**config.mk**
```make
export PLATFORM = sky130hd
export DESIGN_NAME = uart_tx_path
export DESIGN_NICKNAME = d
export VERILOG_FILES = /design/src/rtl/uart_tx_pkg.sv /design/src/rtl/uart_tx_hold.sv /design/src/rtl/uart_tx_shift.sv /design/src/rtl/uart_tx_irq.sv /design/src/rtl/uart_tx_path.sv
export SDC_FILE = /design/constraint.sdc
export NUM_CORES = 1
export LEC_CHECK = 0
export ABC_AREA = 1
export BUFFER_PORTS_ARGS = -buffer_cell sky130_fd_sc_hd__buf_2
export CAP_MARGIN = 20
export CORE_MARGIN = 2
export CORE_UTILIZATION = 30
export CTS_BUF_LIST = sky130_fd_sc_hd__clkbuf_4
export CTS_CLUSTER_SIZE = 8
export DETAILED_ROUTE_END_ITERATION = 10
export SETUP_SLACK_MARGIN = 0.4
export SLEW_MARGIN = 30
export SYNTH_ARGS = -nofsm -noshare
export SYNTH_HDL_FRONTEND = slang
export SYNTH_SLANG_ARGS = --single-unit
```
**constraint.sdc**
```tcl
create_clock -name clk -period 2.3 [get_ports clk]
set_clock_uncertainty 0.05 [all_clocks]
set_input_delay 0.46 -clock clk [delete_from_list [all_inputs] [get_ports clk]]
set_output_delay 0.46 -clock clk [all_outputs]
set_load 0.02 [all_outputs]
```
**src/rtl/uart_tx_pkg.sv**
```systemverilog
package uart_tx_pkg;
  typedef enum logic {
    SH_IDLE = 1'b0,
    SH_BUSY = 1'b1
  } sh_state_t;
endpackage

```
**src/rtl/uart_tx_hold.sv**
```systemverilog
module uart_tx_hold #(
  parameter int DATA_W = 8,
  parameter int DEPTH  = 16
) (
  input  logic              clk,
  input  logic              rst_n,
  input  logic              fifo_en,
  input  logic              wr_en,
  input  logic [DATA_W-1:0] wr_data,
  input  logic              pop,
  output logic [DATA_W-1:0] rd_data,
  output logic              hold_ready,
  output logic              hold_empty,
  output logic              push_ok,
  output logic              drained
);
  localparam int PTR_W = $clog2(DEPTH);
  localparam int CNT_W = $clog2(DEPTH + 1);

  logic [DATA_W-1:0] mem_q [DEPTH];
  logic [PTR_W-1:0]  wr_ptr_q, wr_ptr_d, rd_ptr_q, rd_ptr_d;
  logic [CNT_W-1:0]  cnt_q, cnt_d, cap;
  logic              mode_q, mode_chg, pop_ok;

  always_comb begin
    cap        = fifo_en ? CNT_W'(DEPTH) : CNT_W'(1);
    mode_chg   = (fifo_en != mode_q);
    hold_empty = (cnt_q == '0);
    hold_ready = (cnt_q < cap) && !mode_chg;
    push_ok    = wr_en && hold_ready;
    pop_ok     = pop && !hold_empty && !mode_chg;
    drained    = pop_ok && !push_ok && (cnt_q == CNT_W'(1));
    rd_data    = mem_q[rd_ptr_q];
    wr_ptr_d   = wr_ptr_q;
    rd_ptr_d   = rd_ptr_q;
    cnt_d      = cnt_q;
    if (mode_chg) begin
      wr_ptr_d = '0;
      rd_ptr_d = '0;
      cnt_d    = '0;
    end else begin
      if (push_ok)
        wr_ptr_d = (wr_ptr_q == PTR_W'(DEPTH - 1)) ? '0 : wr_ptr_q + 1'b1;
      if (pop_ok)
        rd_ptr_d = (rd_ptr_q == PTR_W'(DEPTH - 1)) ? '0 : rd_ptr_q + 1'b1;
      if (push_ok && !pop_ok)      cnt_d = cnt_q + 1'b1;
      else if (pop_ok && !push_ok) cnt_d = cnt_q - 1'b1;
    end
  end

  always_ff @(posedge clk or negedge rst_n) begin
    if (!rst_n) begin
      wr_ptr_q <= '0;
      rd_ptr_q <= '0;
      cnt_q    <= '0;
      mode_q   <= 1'b1;
    end else begin
      wr_ptr_q <= wr_ptr_d;
      rd_ptr_q <= rd_ptr_d;
      cnt_q    <= cnt_d;
      mode_q   <= fifo_en;
    end
  end

  always_ff @(posedge clk) begin
    if (push_ok) mem_q[wr_ptr_q] <= wr_data;
  end


  cnt_within_cap_chk: assert property (@(posedge clk) disable iff (!rst_n)
    !mode_chg |-> (cnt_q <= cap));

  mode_flush_chk: assert property (@(posedge clk) disable iff (!rst_n)
    mode_chg |=> hold_empty);

  full_write_drop_chk: assert property (@(posedge clk) disable iff (!rst_n)
    (wr_en && !hold_ready && !pop_ok && !mode_chg) |=> $stable(cnt_q));
endmodule

```
**src/rtl/uart_tx_shift.sv**
```systemverilog
module uart_tx_shift #(
  parameter int DATA_W = 8,
  parameter int OVS    = 16
) (
  input  logic              clk,
  input  logic              rst_n,
  input  logic              tick,
  input  logic              has_data,
  input  logic [DATA_W-1:0] din,
  output logic              load,
  output logic              busy,
  output logic              txd
);
  import uart_tx_pkg::*;

  localparam int TC_W = $clog2(OVS);
  localparam int BI_W = $clog2(DATA_W + 2);
  localparam logic [BI_W-1:0] LAST_BIT = BI_W'(DATA_W + 1);

  sh_state_t         state_q, state_d;
  logic [TC_W-1:0]   tcnt_q, tcnt_d;
  logic [BI_W-1:0]   bidx_q, bidx_d;
  logic [DATA_W-1:0] sreg_q, sreg_d;
  logic              bit_end, frame_end, in_data;

  always_comb begin
    busy      = (state_q == SH_BUSY);
    bit_end   = busy && tick && (tcnt_q == TC_W'(OVS - 1));
    frame_end = bit_end && (bidx_q == LAST_BIT);
    in_data   = (bidx_q != '0) && (bidx_q != LAST_BIT);
    load      = tick && has_data && (!busy || frame_end);
    state_d   = state_q;
    tcnt_d    = tcnt_q;
    bidx_d    = bidx_q;
    sreg_d    = sreg_q;
    if (load) begin
      state_d = SH_BUSY;
      tcnt_d  = '0;
      bidx_d  = '0;
      sreg_d  = din;
    end else if (busy && tick) begin
      if (!bit_end) begin
        tcnt_d = tcnt_q + 1'b1;
      end else begin
        tcnt_d = '0;
        if (frame_end) begin
          state_d = SH_IDLE;
          bidx_d  = '0;
        end else begin
          bidx_d = bidx_q + 1'b1;
          if (in_data) sreg_d = sreg_q >> 1;
        end
      end
    end
    if (!busy)                txd = 1'b1;
    else if (bidx_q == '0)    txd = 1'b0;
    else if (!in_data)        txd = 1'b1;
    else                      txd = sreg_q[0];
  end

  always_ff @(posedge clk or negedge rst_n) begin
    if (!rst_n) begin
      state_q <= SH_IDLE;
      tcnt_q  <= '0;
      bidx_q  <= '0;
      sreg_q  <= '0;
    end else begin
      state_q <= state_d;
      tcnt_q  <= tcnt_d;
      bidx_q  <= bidx_d;
      sreg_q  <= sreg_d;
    end
  end


  start_low_chk: assert property (@(posedge clk) disable iff (!rst_n)
    load |=> !txd);

  line_moves_on_tick_chk: assert property (@(posedge clk) disable iff (!rst_n)
    !tick |=> $stable(txd));

  no_gap_chk: assert property (@(posedge clk) disable iff (!rst_n)
    (frame_end && has_data) |=> busy);
endmodule

```
**src/rtl/uart_tx_irq.sv**
```systemverilog
module uart_tx_irq (
  input  logic clk,
  input  logic rst_n,
  input  logic irq_en,
  input  logic set_evt,
  input  logic rd_clr,
  input  logic wr_clr,
  output logic irq
);
  logic irq_q, irq_d;

  always_comb begin
    irq_d = irq_q;
    if (!irq_en)               irq_d = 1'b0;
    else if (set_evt)          irq_d = 1'b1;
    else if (rd_clr || wr_clr) irq_d = 1'b0;
    irq = irq_q;
  end

  always_ff @(posedge clk or negedge rst_n) begin
    if (!rst_n) irq_q <= 1'b0;
    else        irq_q <= irq_d;
  end


  irq_set_chk: assert property (@(posedge clk) disable iff (!rst_n)
    (irq_en && set_evt) |=> irq);

  irq_read_clear_chk: assert property (@(posedge clk) disable iff (!rst_n)
    (rd_clr && !set_evt) |=> !irq);

  irq_write_clear_chk: assert property (@(posedge clk) disable iff (!rst_n)
    (wr_clr && !set_evt) |=> !irq);

  irq_masked_chk: assert property (@(posedge clk) disable iff (!rst_n)
    !irq_en |=> !irq);
endmodule

```
**src/rtl/uart_tx_path.sv**
```systemverilog
module uart_tx_path #(
  parameter int DATA_W = 8,
  parameter int DEPTH  = 16,
  parameter int OVS    = 16
) (
  input  logic              clk,
  input  logic              rst_n,
  input  logic              tick16,
  input  logic              fifo_en,
  input  logic              irq_en,
  input  logic              wr_en,
  input  logic [DATA_W-1:0] wr_data,
  input  logic              isr_rd,
  output logic              txd,
  output logic              hold_ready,
  output logic              hold_empty,
  output logic              tx_idle,
  output logic              irq
);
  logic [DATA_W-1:0] head;
  logic              load, busy, push_ok, drained;

  uart_tx_hold #(.DATA_W(DATA_W), .DEPTH(DEPTH)) u_hold (
    .clk(clk), .rst_n(rst_n), .fifo_en(fifo_en), .wr_en(wr_en),
    .wr_data(wr_data), .pop(load), .rd_data(head), .hold_ready(hold_ready),
    .hold_empty(hold_empty), .push_ok(push_ok), .drained(drained)
  );

  uart_tx_shift #(.DATA_W(DATA_W), .OVS(OVS)) u_shift (
    .clk(clk), .rst_n(rst_n), .tick(tick16), .has_data(!hold_empty),
    .din(head), .load(load), .busy(busy), .txd(txd)
  );

  uart_tx_irq u_irq (
    .clk(clk), .rst_n(rst_n), .irq_en(irq_en), .set_evt(drained),
    .rd_clr(isr_rd), .wr_clr(push_ok), .irq(irq)
  );

  assign tx_idle = hold_empty && !busy;


  idle_implies_empty_chk: assert property (@(posedge clk) disable iff (!rst_n)
    tx_idle |-> (hold_empty && txd));

  empty_after_drain_chk: assert property (@(posedge clk) disable iff (!rst_n)
    drained |=> hold_empty);
endmodule

```
### After elaboration in Yosys (flattened, before gate mapping)

Memories as Yosys holds them, arrays and structs flattened.
Cells that the tools add are included.

| word-level totals | value |
|---|---|
| bits in registers | 32 |
| input port bits | 15 |
| RAM bits | 128 |
| logic and storage cells | 94 |
| output and inout bits | 5 |
| memories kept | 1 |

Memories:

| memory | depth | bits a word | rd ports | clocked after Yosys merged registers in | wr ports | RTL line | RTL |
|---|---|---|---|---|---|---|---|
| u_hold.mem_q | 16 | 8 | 1 | 0 | 1 | uart_tx_hold.sv:20 | `logic [DATA_W-1:0] mem_q [DEPTH];` |

| operators by class | value |
|---|---|
| order comparisons | 1 |
| multiplexer cells | 34 |
| equality and inequality tests | 9 |
| reductions and logical operators | 34 |
| $add $sub $neg | 6 |

Operators with widths:

| operator | number |
|---|---|
| 4-bit two-way mux | 13 |
| 8-bit two-way mux | 5 |
| 5-bit two-way mux | 4 |
| 4-bit by 1-bit adder with 4-bit output (second input constant) | 4 |
| 4-bit == test (second input constant) | 4 |
| 1-bit logical AND | 14 |
| 1-bit two-way mux | 12 |
| 2-bit nonzero test | 6 |
| 5-bit by 1-bit adder with 5-bit output (second input constant) | 1 |
| 5-bit by 1-bit == test with 1-bit output (second input constant) | 1 |
| 1-bit zero test | 5 |
| 5-bit zero test | 1 |
| 5-bit < comparator | 1 |
| 5-bit by 1-bit subtractor with 5-bit output (second input constant) | 1 |
| 4-bit zero test | 1 |
| 4-bit inequality test (second input constant) | 1 |
| 4-bit AND reduction | 1 |
| 4-bit nonzero test | 1 |
| 3-bit by 1-bit inequality test with 1-bit output (second input constant) | 1 |
| 3-bit AND reduction | 1 |
| 3-bit nonzero test | 1 |
| 1-bit logical OR | 2 |
| 2-bit inequality test (second input constant) | 1 |
| 2-bit AND reduction | 1 |
| 1-bit inequality test | 1 |

### Depth between registers and ports, before layout

Gate-level depths: netlist of run 1.

| logic depth | value |
|---|---|
| depth after elaboration | 11 |
| depth in mapped cells | 16 |

### Cells and area by module

A second synthesis of run 1 with hierarchy kept.

| second synthesis, totals | value |
|---|---|
| cells, all modules | 664 |
| area total of the unflattened synthesis | 7225.7 um^2 |

By module, submodules not included:

| module | cells each | area an instance (um^2) | seq. area each (um^2) | instances |
|---|---|---|---|---|
| uart_tx_hold | 534 | 6180.9 | 4195.3 | 1 |
| uart_tx_shift | 121 | 985.9 | 425.4 | 1 |
| uart_tx_irq | 7 | 48.8 | 25.0 | 1 |
| uart_tx_path | 2 | 10.0 | 0.0 | 1 |

### Worst setup path after synthesis of run 1

Ideal clock, no wire load.

| timing path | value |
|---|---|
| kind | register to register |
| start point | register u_hold.mode_q |
| end point | memory u_hold.mem_q[4][0] (enable) |
| cell stages (with the launch flop) | 7 |
| path buffers | 1 |
| data arrival time | 1835 ps |
| period minus slack after synthesis | 2268 ps |
| data required time | 1867 ps |
| path slack | 32 ps |
| cell sequence | dfstp_2 xnor2_4 inv_2 nor2_2 nand3_4 buf_2 nor3_1 |

| between the ends | value |
|---|---|
| word-level cells in the longest chain between the ends | 6 |

RTL lines:

| item | RTL line | RTL |
|---|---|---|
| from (decl) | uart_tx_hold.sv:23 | `logic mode_q, mode_chg, pop_ok;` |
| from (signal assigned) | uart_tx_hold.sv:61 | `mode_q <= fifo_en;` |
| 1-bit inequality test | uart_tx_hold.sv:27 | `mode_chg = (fifo_en != mode_q);` |
| 1-bit zero test | uart_tx_hold.sv:29 | `hold_ready = (cnt_q < cap) && !mode_chg;` |
| 1-bit logical AND | uart_tx_hold.sv:29 |  |
| 1-bit logical AND | uart_tx_hold.sv:30 | `push_ok = wr_en && hold_ready;` |
| 1-bit two-way mux | uart_tx_hold.sv:66 | `if (push_ok) mem_q[wr_ptr_q] <= wr_data;` |
| 1-bit two-way mux (implied by the code) | uart_tx_hold.sv:66 |  |
| to (decl) | uart_tx_hold.sv:20 |  |

No other way between the ends.

### Worst setup path in the final report of run 1

| timing path | value |
|---|---|
| start point | register u_hold.cnt_q[2] |
| end point | output port hold_ready |

| between the ends | value |
|---|---|
| word-level cells in the longest chain between the ends | 2 |

RTL lines:

| item | RTL line | RTL |
|---|---|---|
| from (decl) | uart_tx_hold.sv:22 | `logic [CNT_W-1:0] cnt_q, cnt_d, cap;` |
| from (signal assigned) | uart_tx_hold.sv:60 | `cnt_q <= cnt_d;` |
| 5-bit < comparator | uart_tx_hold.sv:29 |  |
| 1-bit logical AND | uart_tx_hold.sv:29 |  |
| to (decl) | uart_tx_path.sv:15 | `output logic hold_ready,` |

No other way between the ends.

==> results of run 1 <==
cell type report:
cell class              instances  area share, %
clock buffers                  18           1.46
clock inverters                13           1.51
well taps                     324           4.39
inverters                     121           5.03
repair buffers                 83           8.96
flip-flops and latches        160           50.4
multi-input cells             455           28.2
diodes                          1         0.0271
metrics by stage:
step	cell area [sq um]	power, W	setup slack (ns)
finish	9230	0.00635	0.0664
CTS	8930	0.00622	0.0529
global placement	8150	0.00426	0.0653
global route	9230	0.00662	-0.0518
detailed placement	8150	0.00427	0.00863
floorplan	7560	0.00400	0.218
per-layer routing:
| metal | GRT usage (%) | vias to the layer above | wire [um] |
|---|---|---|---|
| met5 | 0 | - | 0 |
| met4 | 5.97 | 0 | 454 |
| met3 | 3.06 | 30 | 656 |
| met2 | 24.8 | 122 | 9400 |
| met1 | 16.8 | 2580 | 7610 |
| li1 | - | 2626 | - |
how the worst max path moves through the flow:
stage	startpoint	endpoint	slack, ns	cells after the start
after floorplan	u_hold.mode_q	u_hold.mem_q[13][0]	0.22	5
after global placement	fifo_en	u_hold.cnt_q[2]	0.07	12
after detailed placement	fifo_en	u_hold.cnt_q[2]	0.009	12
after CTS	u_hold.cnt_q[1]	tx_idle	0.05	6
after global routing	u_hold.cnt_q[3]	hold_ready	-0.05	5
final	u_hold.cnt_q[2]	hold_ready	0.07	5
state kept, by name, summed over array words and instances, names as in the netlist:
name             count
u_hold.cnt_q         5
u_hold.mem_q       128
u_hold.mode_q        1
u_hold.rd_ptr_q      4
u_hold.wr_ptr_q      4
u_irq.irq            1
u_shift.bidx_q       4
u_shift.busy         1
u_shift.sreg_q       8
u_shift.tcnt_q       4
critical path, delay by kind of cell (launching register included):
kind,cells,cell delay [ns]
DFF,1,0.44
buffers and inverters,1,0.17
and+or+nand+nor,4,0.56
layout by cell type, fill, tap and decap left out, types with 3 or more instances in the layout:
master / instances
sky130_fd_sc_hd__nor2_4: 10
sky130_fd_sc_hd__nand3_2: 9
sky130_fd_sc_hd__o21ai_0: 10
sky130_fd_sc_hd__xor2_1: 5
sky130_fd_sc_hd__inv_6: 3
sky130_fd_sc_hd__nand2_4: 4
sky130_fd_sc_hd__nand4_1: 4
sky130_fd_sc_hd__nand3_1: 90
sky130_fd_sc_hd__clkinv_1: 3
sky130_fd_sc_hd__dfrtp_1: 30
sky130_fd_sc_hd__nor2_1: 6
sky130_fd_sc_hd__clkinvlp_4: 3
sky130_fd_sc_hd__nor3_4: 14
sky130_fd_sc_hd__clkbuf_4: 18
sky130_fd_sc_hd__buf_4: 33
sky130_fd_sc_hd__buf_6: 21
sky130_fd_sc_hd__a21oi_1: 10
sky130_fd_sc_hd__ha_4: 5
sky130_fd_sc_hd__nand2_2: 8
sky130_fd_sc_hd__inv_1: 108
sky130_fd_sc_hd__buf_12: 11
sky130_fd_sc_hd__inv_2: 8
sky130_fd_sc_hd__ha_1: 10
sky130_fd_sc_hd__nand2_1: 241
sky130_fd_sc_hd__o21ai_1: 5
sky130_fd_sc_hd__buf_2: 15
sky130_fd_sc_hd__o21ai_2: 4
sky130_fd_sc_hd__clkinv_2: 3
sky130_fd_sc_hd__edfxtp_1: 128
what timing repair did:
item | in CTS | in global routing
pin swaps | 20 | 19
setup endpoints to repair | 132 | 149
hold buffers | 2 | 0
buffers inserted | 26 | 7
endpoints found under the hold margin | 32 | 0
gates resized for setup | 55 | 51
cloned | 1 | 0
power breakdown:
group          total [W]  switching (W)  internal [W]
sequential       0.00343       0.000138       0.00329
clock            0.00166        0.00101      0.000655
combinational    0.00126       0.000715      0.000543
cell families (layout without fill, tap and decap cells):
| logic type | Yosys count | count (layout) | synth area share [%] |
|---|---|---|---|
| buffers and inverters | 149 | 235 | 7.94 |
| adders and majority gates | 16 | 16 | 2.69 |
| AOI/OAI and AO/OA | 40 | 40 | 2.92 |
| and+or+nand+nor | 393 | 393 | 23.1 |
| xor gates and xnor gates | 6 | 6 | 0.957 |
| other | 0 | 1 | 0 |
| DFF | 160 | 160 | 62.4 |
==> implementation parameters, run 1 <==
Parameter                              Value

STA
  Achievable frequency ... 448 MHz
  Setup-violating endpoint count in the final report ... 0
  Summed negative setup slack over all endpoints ... 0 ns
  Final count of pins violating max slew ... 0
  Final worst hold slack ... 0.0838 ns
  Number of hold-slack violations in the final timing report ... 0
  Unrepaired setup endpoints after global routing ... yes
  Minimum period implied by the final worst setup slack ... 2.23 ns
  Remaining max-slew budget at the tightest pin ... 48.6%
  Transition time of the tightest slew-check pin ... 0.771 ns
  Final period util ... 97.1%

Clock tree
  Maximum level of the CTS H-tree ... 4
  Clock root buffer master ... sky130_fd_sc_hd__clkbuf_4
  Clock-pin slew of the registers on the worst-case setup and hold paths ... 0.13 ns
  Clock buffers created by TritonCTS ... 17
  TritonCTS clock tree ... built
  Number of sinks handled by clock tree synthesis ... 160
  Clock buffer depth ... 2
  Clock Latency Late Sink ... 0.55 ns

Global route
  Number of antenna violations at the first check in global routing ... 1
  Residual overflow from global routing ... 0
  Total global-route track usage ... 14.1%
  Vias in the first global route ... 5,294
  Maximum number of pins on one net before global-route repair ... 68
  Wire length of the first global-routing pass ... 28,000 um

Setup path
  Terminus of the critical flop-to-flop path ... u_hold.cnt_q[4]
  Critical Path Slowest Stage Cell ... sky130_fd_sc_hd__dfrtp_1
  Type of element launching the critical path ... flip-flop
  Start of the worst register-to-register path ... u_hold.mode_q
  Cell-by-cell trace of the critical path ... nor2_4, nand4_1, nand2_2, nor3b_2, buf_4
  Register-to-Register Path Depth ... 11
  Maximum fanout count along the critical path ... 4
  Arrival time reported for the critical path endpoint ... 1.72 ns
  Crit. End Element ... output port
  Reg2reg setup slack ... 0.09 ns
  CP max stage delay ... 0.44 ns
  WS Path Type ... flip-flop to output port
  Required time worst endpoint ... 1.79 ns

Logic synthesis
  FFs w/ async S/R, synth ... 20.0%
  Synth top cells by count ... sky130_fd_sc_hd__nand2_1, sky130_fd_sc_hd__edfxtp_1, sky130_fd_sc_hd__inv_1, sky130_fd_sc_hd__nand3_1, sky130_fd_sc_hd__dfrtp_1
  Flip-flop and latch count after synthesis ... 160
  Synth warn ... 0
  Cell count after synthesis ... 764
  Number of synthesized flops with an enable pin ... 128
  Top flip-flop cell by instance count after synthesis ... sky130_fd_sc_hd__edfxtp_1
  Synthesized area ... 0.00745 sq mm
  Portion of synthesized cell area occupied by the leading cell type ... 51.6%
  Syn_area_per_cell ... 9.75 sq um
  Leading cell type by number of instances after synthesis ... sky130_fd_sc_hd__nand2_1
  Net count after synthesis ... 795
  Most area-consuming cells after synthesis ... sky130_fd_sc_hd__edfxtp_1, sky130_fd_sc_hd__nand2_1, sky130_fd_sc_hd__dfrtp_1, sky130_fd_sc_hd__nand3_1, sky130_fd_sc_hd__inv_1
  Synth area leader ... sky130_fd_sc_hd__edfxtp_1
  Portion of the post-synthesis area used by sequential elements ... 62.4%
  Library cells used by synthesis ... 36

Floorplan
  Height of the die ... 162 um
  Chip width ... 162 um
  Initial core utilization ... 30.6%
  Area of the core ... 0.0243 sq mm
  Number of cell rows ... 57
  Die ar. ... 0.0261 sq mm
  Top-level port count ... 20

Final layout
  Number of filler instances in the final layout ... 2,370
  Layout Nets ... 869
  Ratio of cells with drive above 1 in the final layout ... 22.2%
  Number of non-filler instances in the completed layout ... 1,175
  Final core utilization ... 37.9%
  Area of the multi-input gates ... 0.00261 sq mm
  Post-synthesis to final-layout area growth ... 23.8%
  Sequential Area ... 0.00465 sq mm

Hold path
  Cell depth of the worst hold path ... 2
  Hold/Removal Path Class ... input port to flip-flop
  WHS Endpoint ... u_irq.irq
  Critical hold path startpoint ... irq_en

Routing
  Drc violations ... 0
  Routed vias ... 5,358
  Avg WL per Cell ... 15.4 um
  Length of the first detailed-routing pass in iterations ... 5
  Post-detailed-route via-to-cell ratio ... 4.56
  Total Wirelength ... 18,100 um
  Remaining antenna violation count ... 0
  Number of violations reported at the end of detailed-routing iteration 0 ... 370

Status
  Outcome ... completed

Placement
  Inst Count DP ... 1,107
  Half-perimeter wire length after placement ... 11,300 um
  Port Buffers ... 19
  Weighted congestion reported at the end of routability-driven placement ... 0.809

Run
  Total of max-cap violations ... 0

Pwr
  Power density relative to cell area ... 689 mW/mm^2
  Worst vdd rail ir drop ... 0.359 mV
  Leakage ... 4.03 nW
Note: power is estimated with default switching activity, not from simulation.
==> inputs of run 2 (changes only) <==
--- a/config.mk
+++ b/config.mk
@@ -9,10 +9,11 @@
 export BUFFER_PORTS_ARGS = -buffer_cell sky130_fd_sc_hd__buf_2
 export CAP_MARGIN = 20
 export CORE_MARGIN = 2
-export CORE_UTILIZATION = 30
+export CORE_UTILIZATION = 50
 export CTS_BUF_LIST = sky130_fd_sc_hd__clkbuf_4
 export CTS_CLUSTER_SIZE = 8
 export DETAILED_ROUTE_END_ITERATION = 10
+export PLACE_DENSITY = 0.69
 export SETUP_SLACK_MARGIN = 0.4
 export SLEW_MARGIN = 30
 export SYNTH_ARGS = -nofsm -noshare
==> implementation parameters, run 2 (synthesis gave the netlist of run 1 again) <==
Parameter                              Value

Status
  Outcome ... completed

STA
  Final count of pins violating max slew ... 0
  Achievable frequency ... 448 MHz
  Number of hold-slack violations in the final timing report ... 0
  Final period util ... 97.0%
  Minimum period implied by the final worst setup slack ... 2.23 ns
  Unrepaired setup endpoints after global routing ... yes
  Summed negative setup slack over all endpoints ... 0 ns
  Transition time of the tightest slew-check pin ... 0.762 ns
  Remaining max-slew budget at the tightest pin ... 49.2%
  Final WS setup ... 0.0699 ns
  Setup-violating endpoint count in the final report ... 0

Final layout
  Most common cell after layout, fill and taps aside ... sky130_fd_sc_hd__nand2_1
  Leading cell types in the layout, fill and taps excluded ... sky130_fd_sc_hd__nand2_1, sky130_fd_sc_hd__edfxtp_1, sky130_fd_sc_hd__inv_1
  Post-synthesis to final-layout area growth ... 23.1%
  Flip-flop count of the largest register, all copies and words added ... 128
  Register name with the most flops ... u_hold.mem_q
  Layout Nets ... 874
  Post-route cell area ... 0.00917 sq mm
  Ratio of cells with drive above 1 in the final layout ... 23.2%
  Largest registers ... u_hold.mem_q x128, u_shift.sreg_q x8, u_hold.cnt_q x5

Setup path
  Crit. End Element ... output port
  Crit path from ... u_hold.cnt_q[1]
  Arrival time reported for the critical path endpoint ... 1.72 ns
  Maximum fanout count along the critical path ... 4
  Start of the worst register-to-register path ... u_hold.mode_q
  Type of element launching the critical path ... flip-flop
  WS Path Type ... flip-flop to output port
  Required time worst endpoint ... 1.79 ns

Routing
  Drc violations ... 0
  Remaining antenna violation count ... 0
  Length of the first detailed-routing pass in iterations ... 5
  Post-detailed-route via-to-cell ratio ... 5.31
  Total Wirelength ... 18,100 um
  Avg WL per Cell ... 17.3 um
  Routed vias ... 5,532
  Number of violations reported at the end of detailed-routing iteration 0 ... 446

Placement
  Post-Place Cell Area ... 0.00798 sq mm
  Half-perimeter wire length after placement ... 11,000 um
  Port Buffers ... 19
  Worst setup timing slack at the placement stage ... 0.0453 ns
  Weighted congestion reported at the end of routability-driven placement ... 0.887

Clock tree
  Clock buffer depth ... 2
  Maximum level of the CTS H-tree ... 4
  Number of sinks handled by clock tree synthesis ... 160
  Clock-pin slew of the registers on the worst-case setup and hold paths ... 0.13 ns
  Clock Latency Late Sink ... 0.56 ns
  Clock buffers created by TritonCTS ... 17
  Clock root buffer master ... sky130_fd_sc_hd__clkbuf_4
  TritonCTS clock tree ... built

Floorplan
  Die ar. ... 0.0159 sq mm
  Chip width ... 126 um
  Number of cell rows ... 44
  Initial core utilization ... 51.3%
  Area of the core ... 0.0145 sq mm
  Top-level port count ... 20
  Height of the die ... 126 um

Pwr
  Combinational fraction of design power ... 19.2%
  Clock Power Share ... 29.3%
  Switching Power ... 0.00185 W
  Seq pwr share ... 51.5%
  Worst vdd rail ir drop ... 0.457 mV
  Net switching fraction of the power ... 27.7%
  Leakage ... 4.09 nW
  Power density relative to cell area ... 730 mW/mm^2
  Internal power ... 0.00484 W

Hold path
  Critical hold path startpoint ... irq_en
  Hold/Removal Path Class ... input port to flip-flop

Global route
  Residual overflow from global routing ... 0
  Number of antenna violations at the first check in global routing ... 0
  Total global-route track usage ... 23.2%
  Wire length of the first global-routing pass ... 28,400 um
  Maximum number of pins on one net before global-route repair ... 68
  Vias in the first global route ... 5,633

Run
  Total of max-cap violations ... 0
## run 2: changes by cell type in the layout (fill, tap and decap cells not counted), moves of 2 or more
| cell | before | now |
|---|---|---|
| sky130_fd_sc_hd__nor2_2 | 0 | 3 |
| sky130_fd_sc_hd__buf_6 | 21 | 24 |
| sky130_fd_sc_hd__bufinv_16 | 2 | 5 |
| sky130_fd_sc_hd__o21ai_2 | 4 | 6 |
| sky130_fd_sc_hd__inv_4 | 2 | 4 |
| sky130_fd_sc_hd__nor2_4 | 10 | 7 |
| sky130_fd_sc_hd__clkinvlp_4 | 3 | 1 |
| sky130_fd_sc_hd__nand2_2 | 8 | 6 |
| sky130_fd_sc_hd__clkinv_4 | 1 | 3 |
| sky130_fd_sc_hd__inv_1 | 108 | 106 |
| sky130_fd_sc_hd__o21ai_0 | 10 | 8 |
## run 2: worst paths after layout
kind / to / slack (ns) / depth (start not counted)
min in group asynchronous: u_shift.tcnt_q[3] / 0.44 / 2
max: hold_ready / 0.07 / 6
max in group asynchronous: u_shift.bidx_q[0] / 1.23 / 2
max reg2reg: u_hold.cnt_q[4] / 0.18 / 11
min reg2reg: u_shift.sreg_q[5] / 0.46 / 2
min: u_irq.irq / 0.12 / 2
## run 2: layout make-up
| class | instances | area (sq um) |
|---|---|---|
| clock inverter | 14 | 213 |
| sequential | 160 | 4650 |
| fill | 1137 | 5360 |
| clock buffer | 18 | 135 |
| antenna | 2 | 5.00 |
| multi-input combinational | 455 | 2590 |
| timing repair buffer | 88 | 883 |
| tap | 184 | 230 |
| inverter | 121 | 469 |
## run 2: worst max-delay path, stage by stage, from the launching register on
cell	delay (ns)
sky130_fd_sc_hd__dfrtp_1	0.41
sky130_fd_sc_hd__inv_2	0.09
sky130_fd_sc_hd__buf_6	0.12
sky130_fd_sc_hd__nand4_1	0.12
sky130_fd_sc_hd__nand2_2	0.10
sky130_fd_sc_hd__nor3b_4	0.18
sky130_fd_sc_hd__buf_6	0.14
## run 2: per-layer routing
layer | share of wire, % | GRT usage [%] | vias to the layer above | wire length [um]
met5 | 0 | 0 | - | 0
met4 | 3.4 | 10.1 | 0 | 609
met3 | 4.8 | 4.33 | 51 | 874
li1 | - | - | 2647 | -
met2 | 52 | 39.8 | 182 | 9360
met1 | 40 | 28.8 | 2652 | 7210
## run 2: timing repair
item	4_1_cts	5_1_grt
gates resized for setup	59	60
pin swaps	19	26
setup endpoints to repair	99	151
endpoints found under the hold margin	32	0
hold buffers	2	0
buffers inserted	26	15
gates cloned	1	0
## run 2: per-stage QoR
step           hold WS [ns]  instances  total power (W)  utilization, %
2_1_floorplan         0.114        764          0.00400               -
3_3_place_gp          0.413        964          0.00423            54.9
3_5_place_dp          0.420        964          0.00429            54.9
4_1_cts              0.0596       1025          0.00652            60.8
5_1_grt              0.0763       1040          0.00697            63.1
6_report              0.124       1042          0.00670            63.1
## run 2: power groups by stage
stage	combinational, W	sequential (W)	clock [W]
after floorplan	0.000546	0.00345	0
after global placement	0.000761	0.00347	0
after detailed placement	0.000805	0.00348	0
after CTS	0.00108	0.00343	0.00201
after global routing	0.00139	0.00347	0.00211
final	0.00129	0.00345	0.00196
